<file path="config.mk">
export PLATFORM = sky130hd
export DESIGN_NAME = l4_session_lb
export DESIGN_NICKNAME = d
export VERILOG_FILES = /design/src/rtl/l4lb_pkg.sv /design/src/rtl/lb_ctrl.sv /design/src/rtl/lb_datapath.sv /design/src/rtl/l4_session_lb.sv
export SDC_FILE = /design/constraint.sdc
export NUM_CORES = 2
export LEC_CHECK = 0
export ABC_AREA = 1
export CAP_MARGIN = 20
export CORE_AREA = 2 2 425 427
export DETAILED_ROUTE_END_ITERATION = 8
export DIE_AREA = 0 0 427 429
export GPL_ROUTABILITY_DRIVEN = 0
export PLACE_DENSITY = 0.6
export SETUP_SLACK_MARGIN = 0.2
export SYNTH_ARGS = -nofsm -noshare
export SYNTH_HDL_FRONTEND = slang
export SYNTH_SLANG_ARGS = --single-unit
</file>
<file path="constraint.sdc">
create_clock -name clk -period 8.81 [get_ports clk]
set_clock_uncertainty 0.15 [all_clocks]
set_input_delay 1.3215 -clock clk [delete_from_list [all_inputs] [get_ports clk]]
set_output_delay 1.3215 -clock clk [all_outputs]
set_load 0.05 [all_outputs]
</file>
<file path="src/rtl/l4lb_pkg.sv">
package l4lb_pkg;

  localparam logic [31:0] CRC_POLY = 32'hEDB88320;

  typedef struct packed {
    logic s1Load;
    logic s2Load;
    logic tblWr;
  } lbStrobes_t;

  function automatic logic [31:0] crc32Key(input logic [103:0] keyBytes);
    logic [31:0] c;
    c = '1;
    for (int b = 12; b >= 0; b--) begin
      c = c ^ {24'd0, keyBytes[b*8 +: 8]};
      for (int k = 0; k < 8; k++) begin
        c = c[0] ? ((c >> 1) ^ CRC_POLY) : (c >> 1);
      end
    end
    return ~c;
  endfunction

endpackage

</file>
<file path="src/rtl/lb_ctrl.sv">
module lb_ctrl
  import l4lb_pkg::*;
(
  input  logic       clk,
  input  logic       rstN,
  input  logic       inValid,
  input  logic       wrEn,
  output lbStrobes_t strobes,
  output logic       outValid
);

  logic s1Valid;

  always_ff @(posedge clk) begin
    if (!rstN) begin
      s1Valid  <= 1'b0;
      outValid <= 1'b0;
    end else begin
      s1Valid  <= inValid;
      outValid <= s1Valid;
    end
  end

  always_comb begin
    strobes.s1Load = inValid;
    strobes.s2Load = s1Valid;
    strobes.tblWr  = wrEn;
  end

endmodule

</file>
<file path="src/rtl/lb_datapath.sv">
module lb_datapath
  import l4lb_pkg::*;
#(
  parameter int ENTRIES = 16,
  parameter int FLAG_W  = 5,
  parameter int CPU_BIT = 4,
  localparam int IDX_W  = $clog2(ENTRIES)
) (
  input  logic              clk,
  input  logic              rstN,
  input  lbStrobes_t        strobes,
  input  logic [31:0]       srcIp,
  input  logic [31:0]       dstIp,
  input  logic [7:0]        proto,
  input  logic [15:0]       srcPort,
  input  logic [15:0]       dstPort,
  input  logic [FLAG_W-1:0] inFlags,
  input  logic [IDX_W-1:0]  wrIdx,
  input  logic [31:0]       wrKey,
  input  logic [31:0]       wrAddr,
  input  logic              wrValid,
  output logic [31:0]       outDstIp,
  output logic [FLAG_W-1:0] outFlags
);

  localparam logic [FLAG_W-1:0] CPU_MASK = FLAG_W'(1) << CPU_BIT;

  logic        entValid [ENTRIES];
  logic [31:0] entKey   [ENTRIES];
  logic [31:0] entAddr  [ENTRIES];

  for (genvar i = 0; i < ENTRIES; i++) begin : g_entry
    always_ff @(posedge clk) begin
      if (!rstN) begin
        entValid[i] <= 1'b0;
        entKey[i]   <= '0;
        entAddr[i]  <= '0;
      end else if (strobes.tblWr && (wrIdx == IDX_W'(i))) begin
        entValid[i] <= wrValid;
        entKey[i]   <= wrKey;
        entAddr[i]  <= wrAddr;
      end
    end
  end

  logic [31:0] flowHash;
  logic        matchHit;
  logic [31:0] matchAddr;

  always_comb begin
    flowHash  = crc32Key({srcIp, dstIp, proto, srcPort, dstPort});
    matchHit  = 1'b0;
    matchAddr = '0;
    for (int i = ENTRIES - 1; i >= 0; i--) begin
      if (entValid[i] && (entKey[i] == flowHash)) begin
        matchHit  = 1'b1;
        matchAddr = entAddr[i];
      end
    end
  end

  logic              s1Hit;
  logic [31:0]       s1Addr;
  logic [31:0]       s1Dst;
  logic [FLAG_W-1:0] s1Flags;

  always_ff @(posedge clk) begin
    if (!rstN) begin
      s1Hit   <= 1'b0;
      s1Addr  <= '0;
      s1Dst   <= '0;
      s1Flags <= '0;
    end else if (strobes.s1Load) begin
      s1Hit   <= matchHit;
      s1Addr  <= matchAddr;
      s1Dst   <= dstIp;
      s1Flags <= inFlags;
    end
  end

  always_ff @(posedge clk) begin
    if (!rstN) begin
      outDstIp <= '0;
      outFlags <= '0;
    end else if (strobes.s2Load) begin
      outDstIp <= s1Hit ? s1Addr : s1Dst;
      outFlags <= s1Hit ? s1Flags : (s1Flags | CPU_MASK);
    end
  end

endmodule

</file>
<file path="src/rtl/l4_session_lb.sv">
module l4_session_lb
  import l4lb_pkg::*;
#(
  parameter int ENTRIES = 16,
  parameter int FLAG_W  = 5,
  parameter int CPU_BIT = 4,
  localparam int IDX_W  = $clog2(ENTRIES)
) (
  input  logic              clk,
  input  logic              rstN,
  input  logic              inValid,
  input  logic [31:0]       srcIp,
  input  logic [31:0]       dstIp,
  input  logic [7:0]        proto,
  input  logic [15:0]       srcPort,
  input  logic [15:0]       dstPort,
  input  logic [FLAG_W-1:0] inFlags,
  output logic              outValid,
  output logic [31:0]       outDstIp,
  output logic [FLAG_W-1:0] outFlags,
  input  logic              wrEn,
  input  logic [IDX_W-1:0]  wrIdx,
  input  logic [31:0]       wrKey,
  input  logic [31:0]       wrAddr,
  input  logic              wrValid
);

  lbStrobes_t strobes;

  lb_ctrl ctrl_i (
    .clk      (clk),
    .rstN     (rstN),
    .inValid  (inValid),
    .wrEn     (wrEn),
    .strobes  (strobes),
    .outValid (outValid)
  );

  lb_datapath #(
    .ENTRIES (ENTRIES),
    .FLAG_W  (FLAG_W),
    .CPU_BIT (CPU_BIT)
  ) dp_i (
    .clk      (clk),
    .rstN     (rstN),
    .strobes  (strobes),
    .srcIp    (srcIp),
    .dstIp    (dstIp),
    .proto    (proto),
    .srcPort  (srcPort),
    .dstPort  (dstPort),
    .inFlags  (inFlags),
    .wrIdx    (wrIdx),
    .wrKey    (wrKey),
    .wrAddr   (wrAddr),
    .wrValid  (wrValid),
    .outDstIp (outDstIp),
    .outFlags (outFlags)
  );

endmodule

</file>
# Yosys cells after proc, flatten, opt, wreduce, memory -nomap -nowiden
# Memory sizes are Yosys's and may differ from the RTL's.
# Cells that the tools add are included.
[word_totals]
mem_bits_rw = 1040
register_bits = 109
in_bits = 182
elab_cells = 476
memories = 3
[mem_list]
columns = ["memory", "depth", "word_bits", "rd", "rd_clocked_by_memory_dff", "wr", "line_no", "source"]
rows = [
  ["dp_i.entAddr", 16, 32, 16, 0, 16, "lb_datapath.sv:30", "logic [31:0] entAddr [ENTRIES];"],
  ["dp_i.entKey", 16, 32, 16, 0, 16, "lb_datapath.sv:29", "logic [31:0] entKey [ENTRIES];"],
  ["dp_i.entValid", 16, 1, 16, 0, 16, "lb_datapath.sv:28", "logic entValid [ENTRIES];"],
]
[classes]
eq_ne = 31
n_reduce_logical = 33
muxes = 235
bitwise = 166
[ops]
columns = ["operator", "n"]
rows = [
  ["$mux 32", 153],
  ["$not 13->14", 104],
  ["$eq 32x32->1", 16],
  ["$xor 32x8->32", 12],
  ["$mux 1", 81],
  ["$or 1x1->1", 48],
  ["$eq 4x4->1 const B", 8],
  ["$logic_and 1x1->1", 32],
  ["$not 32->32", 1],
  ["$not 8->32", 1],
  ["$eq 4x3->1 const B", 4],
  ["$eq 4x2->1 const B", 2],
  ["$mux 5", 1],
  ["$eq 4x1->1 const B", 1],
  ["$logic_not 4->1", 1],
]

# Longest topological paths before layout
[depth]
ltp_word = 240
ltp_mapped = 104
mapped_depth_nobuf = 102

# Hierarchy
# A second synthesis with hierarchy kept.
[unflattened]
hier_cells = 9709
hier_area_um2 = 74193.7
[modules_own_cells]
columns = ["mod", "cells_each", "instances", "area_each_um2", "seq_area_each_um2"]
rows = [
  ["lb_datapath", 9700, 1, 74116.1, 33362.0],
  ["lb_ctrl", 9, 1, 77.6, 40.0],
]

# Worst setup path after synthesis
# Ideal clock, no wire load.
[synth_timing]
path_kind = "in2reg"
from = "input srcIp[27]"
to = "register dp_i.s1Addr[10]"
t_arrival_ns = 9.088
setup_ns = 0.125
slack_ns = -0.553
path_buffers = 5
stages = 88
path_cell_list = "buf_4 > clkinv_4 > nand2_1 > nand2_2 > nand2_2 > nand2_1 > nand2_2 > nand2_4 > nand2_2 > nand2_2 > nand2_2 > nand2_4 > nand2_1 > nand2_1 > nand2_1 > nand2_2 > nand2_4 > nand2_2 > (+52 left out) > nand2_1 > nand2_1 > nand2_2 > buf_6 > or2_2 > a221oi_1 > nand3_1 > nand4_1 > inv_2 > buf_2 > a21oi_1 > nand2_1 > nand2_1 > nand2_1 > nand2_1 > nand2_1 > nand2_1 > a21oi_2"
[synth_between]
elab_chain_len = 178
elab_cells_between_ends = 266
[synth_lines]
columns = ["item", "line_no", "source"]
rows = [
  ["start: declaration", "l4_session_lb.sv:12", "input logic [31:0] srcIp,"],
  ["$not 8->32 (no line) *", "n/a", ""],
  ["$mux 32 * (5 in a row)", "l4lb_pkg.sv:17", "c = c[0] ? ((c >> 1) ^ CRC_POLY) : (c >> 1);"],
  ["$not 13->14 (no line) or $mux 32 (tied branches)", "n/a", ""],
  ["$mux 32 *", "l4lb_pkg.sv:17", ""],
  ["$not 13->14 (no line) or $mux 32 (tied branches)", "n/a", ""],
  ["$mux 32 *", "l4lb_pkg.sv:17", ""],
  ["$not 13->14 (no line)", "n/a", ""],
  ["$mux 32 *", "l4lb_pkg.sv:17", ""],
  ["(+144 left out)", "n/a", ""],
  ["$mux 32 *", "l4lb_pkg.sv:17", ""],
  ["$not 13->14 (no line)", "n/a", ""],
  ["$mux 32 *", "l4lb_pkg.sv:17", ""],
  ["$not 32->32 *", "l4lb_pkg.sv:20", "return ~c;"],
  ["$eq 32x32->1", "lb_datapath.sv:55", "if (entValid[i] && (entKey[i] == flowHash)) begin"],
  ["$logic_and 1x1->1", "lb_datapath.sv:55", ""],
  ["$mux 32 (15 in a row)", "lb_datapath.sv:55", ""],
  ["$mux 32 *", "lb_datapath.sv:55", ""],
  ["end signal: assignment", "lb_datapath.sv:75", "s1Addr <= matchAddr;"],
  ["end: declaration", "lb_datapath.sv:63", "logic [31:0] s1Addr;"],
]
# Every way passes the cells marked *; elsewhere a longest branch is shown, timed or not.
# A chain may end at the register's enable or synchronous reset.

# Worst setup path after layout
[layout_timing]
from = "input srcIp[28]"
to = "register dp_i.s1Addr[3]"
[layout_between]
elab_chain_len = 177
elab_cells_between_ends = 265
[layout_lines]
columns = ["item", "line_no", "source"]
rows = [
  ["$not 8->32 (no line) *", "n/a", ""],
  ["$mux 32 * (5 in a row)", "l4lb_pkg.sv:17", ""],
  ["$not 13->14 (no line) or $mux 32 (tied branches)", "n/a", ""],
  ["$mux 32 *", "l4lb_pkg.sv:17", ""],
  ["$not 13->14 (no line) or $mux 32 (tied branches)", "n/a", ""],
  ["$mux 32 * (2 in a row)", "l4lb_pkg.sv:17", ""],
  ["$xor 32x8->32 *", "l4lb_pkg.sv:15", "c = c ^ {24'd0, keyBytes[b*8 +: 8]};"],
  ["$mux 32 * (2 in a row)", "l4lb_pkg.sv:17", ""],
  ["(+140 left out)", "n/a", ""],
  ["$mux 32 *", "l4lb_pkg.sv:17", ""],
  ["$not 13->14 (no line) or $mux 32 (tied branches)", "n/a", ""],
  ["$mux 32 * (2 in a row)", "l4lb_pkg.sv:17", ""],
  ["$not 32->32 *", "l4lb_pkg.sv:20", ""],
  ["$eq 32x32->1", "lb_datapath.sv:55", ""],
  ["$logic_and 1x1->1", "lb_datapath.sv:55", ""],
  ["$mux 32 (15 in a row)", "lb_datapath.sv:55", ""],
  ["$mux 32 *", "lb_datapath.sv:55", ""],
]
# Marked as above.

==> reports/results.tsv <==
stage	metric	value	unit
synthesis	synth-edff-count	1039	
routing	ant_nets	0	
critical_path	max_stage_delay	0.30	ns
place	portBuffers	219	
synthesis	yosys_most_used_dff	edfxtp_1	
synthesis	syn_inst	9012	
synthesis	yosys.area.top_type	edfxtp_1	
cts	clockBufferDepth	3	
synthesis	ys_seq_elements	1149	
routing	wl_per_cell	22.20	µm
synthesis	ys_async_sr_fraction	0	
critical_path	worst-path-max-fanout	8	
routing	vias_per_cell	5.510	
sta	rsz0062_at_grt	yes	
critical_path	worst_ep_arrival_time	11.21	ns
synthesis	syn_area	71180	µm²
sta	slew_viol_final	0	
synthesis	synth_mux_area_frac	0	
floorplan	die-area	183200	µm²
worst_hold_path	worstHoldStart	dp_i.s1Dst[29]	
critical_path	ff2ff_path_depth	30	
sta	tightestPinTransition	1.243	ns
place	dp.cells	12260	
place	place_area	84260	µm²
cts	clk_pin_slew	0.06	ns
synthesis	synthTopCellsByArea	edfxtp_1 (44%), nand2_1 (15%), nor2_1 (7.2%)	
sta	setup_slack	-1.880	ns
place	hpwl	189700	µm
synthesis	synth_cell_types	78	
layout	drive_gt1_frac	0.3345	
critical_path	cp-start-kind	input port	
global_route	overflow	0	
synthesis	yosysSeqAreaShare	0.4693	
synthesis	synthXorXnorAreaFrac	0.04744	
synthesis	synth_top_area_frac	0.4383	
routing	dr_total_vias	70660	
layout	final_common_cell	nand2_1	
routing	drt_iter0_markers	8557	
synthesis	synth_fa_ha_area_frac	0	
floorplan	io_pins	220	
routing	dr.pass1.iters	8	
synthesis	synth_compound_area_frac	0.05577	
floorplan	core	178000	µm²
sta	setup_viol	33	
floorplan	initial_core_util	0.3998	
critical_path	path_common_cell	nand2_1	
sta	fin_tns_setup	-59.84	ns
critical_path	cp_data_required_time	9.33	ns
critical_path	critPathSlowestCell	nor3_4	
routing	wl	284700	µm
sta	max_freq	93.55	MHz
global_route	grt_use_total	0.2923	
outcome	failed_checks	negative setup slack	
cts	cts_root_buf	clkbuf_16	
cts	hold_buffers	0	
critical_path	end_kind	flip-flop	
sta	fin_crit_sh	1.213	
critical_path	r2r_start	dp_i.entKey[1][191]	
layout	fin_util	0.5592	
synthesis	synth_top_family_by_area	simple AND/OR/NAND/NOR gates	
cts	cts_tree	built	
sta	hold_viol_final	0	
cts	htree_levels	3	
layout	fin_area	99560	µm²
worst_hold_path	hold_end	dp_i.outDstIp[29]	
cts	numCtsBuffers	118	
critical_path	worstSetupPathType	input port to flip-flop	
routing	drc	0	
synthesis	yosys_warnings	0	
layout	layout_common_cells	nand2_1 (2128), nor2_1 (1328), buf_4 (1136), edfxtp_1 (1039), nand2_2 (658)	
synthesis	syn_area_per_cell	7.898	µm²
sta	relSlewSlack	0.1715	
critical_path	r2r_slack	5.34	ns
synthesis	synth_nets	9194	
floorplan	num_rows	155	
floorplan	die_h	429	µm
critical_path	r2r_end	dp_i.s1Addr[5]	
synthesis	synth-simple-area-share	0.3596	
global_route	antenna_found_initial	9	
cts	clkLatencyLatePin	0.76	ns
global_route	grt_start_max_net_pins	109	
global_route	grt_pass1_wl	406100	µm
worst_hold_path	hold_path.class	flip-flop to flip-flop	
layout	area_growth	39.86	%
outcome	status	complete, but fails checks	
flow_run	cap_viol_max_count	0	
cts	cts.sinks	1149	
global_route	grt_pass1_vias	65480	
worst_hold_path	holdPathStages	2	
layout	final_cells	12830	
floorplan	die_w	427	µm
sta	fin_crit	10.69	ns
layout	final_nets	10550	
==> through the flow <==
stage	hold WS [ns]	setup slack, ns
2_1_floorplan	0.2899	-0.3840
3_3_place_gp	0.3066	-3.649
3_5_place_dp	0.3101	-3.739
4_1_cts	0.3165	-1.813
5_1_grt	0.3506	-2.429
6_report	0.3133	-1.880
==> layer usage <==
metal	part of all wire	vias to the layer above	global-route usage
li1	-	32090	-
met1	0.40	33940	0.4066
met2	0.45	3911	0.4514
met3	0.11	717	0.04435
met4	0.049	4	0.1244
met5	0.00012	-	0
==> Yosys cell counts, types with 4 or more instances <==
cell type	instances
a21oi_2	28
o21ai_0	261
inv_2	70
o2111ai_1	9
nand2_1	2764
inv_1	603
a21oi_1	173
nor2_2	9
or2_1	41
buf_4	40
clkinv_1	9
or2_2	31
o21ai_1	44
a22o_1	7
nor3_1	30
nand3b_1	40
nand2_2	358
a22oi_1	4
nand4_1	49
a221oi_1	57
nand3_4	9
buf_1	21
buf_2	42
buf_6	51
xor2_1	267
edfxtp_1	1039
o22ai_1	49
nand2_4	112
clkbuf_1	215
nor4_1	30
a211oi_1	12
nand3_2	78
dfxtp_1	110
xnor2_1	109
nor2_4	12
inv_4	10
nor3b_1	4
o211ai_1	4
nand3_1	775
nor2_1	1369
==> cell type report <==
cell class	count	area [µm²]
Clock inverter	67	845.8
Multi-Input combinational cell	6785	41190
Sequential cell	1149	33400
Tap cell	2355	2947
Antenna cell	7	17.52
Timing Repair Buffer	1609	15090
Fill cell	15420	78480
Clock buffer	152	3186
Inverter	700	2870
Timing Repair inverter	1	8.758
==> cells by family after synthesis <==
group | Yosys count
buf+inv | 1085
xor+xnor | 380
flops | 1149
compound gates | 673
simple gates | 5725
==> sequential cells by signal, summed over array words and instances (netlist names) <==
signal,flops
dp_i.outDstIp,32
ctrl_i.s1Valid,1
dp_i.entValid,16
dp_i.s1Dst,32
dp_i.s1Hit,1
dp_i.outFlags,5
dp_i.entAddr,512
dp_i.s1Flags,5
dp_i.entKey,512
dp_i.s1Addr,32
ctrl_i.outValid,1
==> worst max-delay path by stage <==
stage / start / end / slack (ns) / cells after the start
after global placement: srcIp[24] / dp_i.s1Addr[29] / -3.65 / 81
after global routing: srcIp[28] / dp_i.s1Addr[26] / -2.43 / 99
after detailed placement: srcIp[24] / dp_i.s1Addr[29] / -3.74 / 80
final: srcIp[28] / dp_i.s1Addr[3] / -1.88 / 90
after floorplan: srcIp[27] / dp_i.s1Addr[1] / -0.38 / 84
after CTS: srcIp[24] / dp_i.s1Addr[26] / -1.81 / 101
==> worst max-delay path: cells and delay by family <==
| family | cells | cell delay [ns] |
|---|---|---|
| AND/OR/NAND/NOR | 73 | 7.69 |
| buffers and inverters | 15 | 1.92 |
| AO/OA/AOI/OAI | 2 | 0.17 |
==> repair_timing <==
action,CTS,global route
endpoints found under the setup margin,33,33
pin swaps,229,448
gates cloned,22,8
gates resized for setup,741,1113
setup buffers,129,174
Power is left out: the tool's default activity adds up to more than one toggle a clock period on the data nets, which glitch-free logic cannot reach.
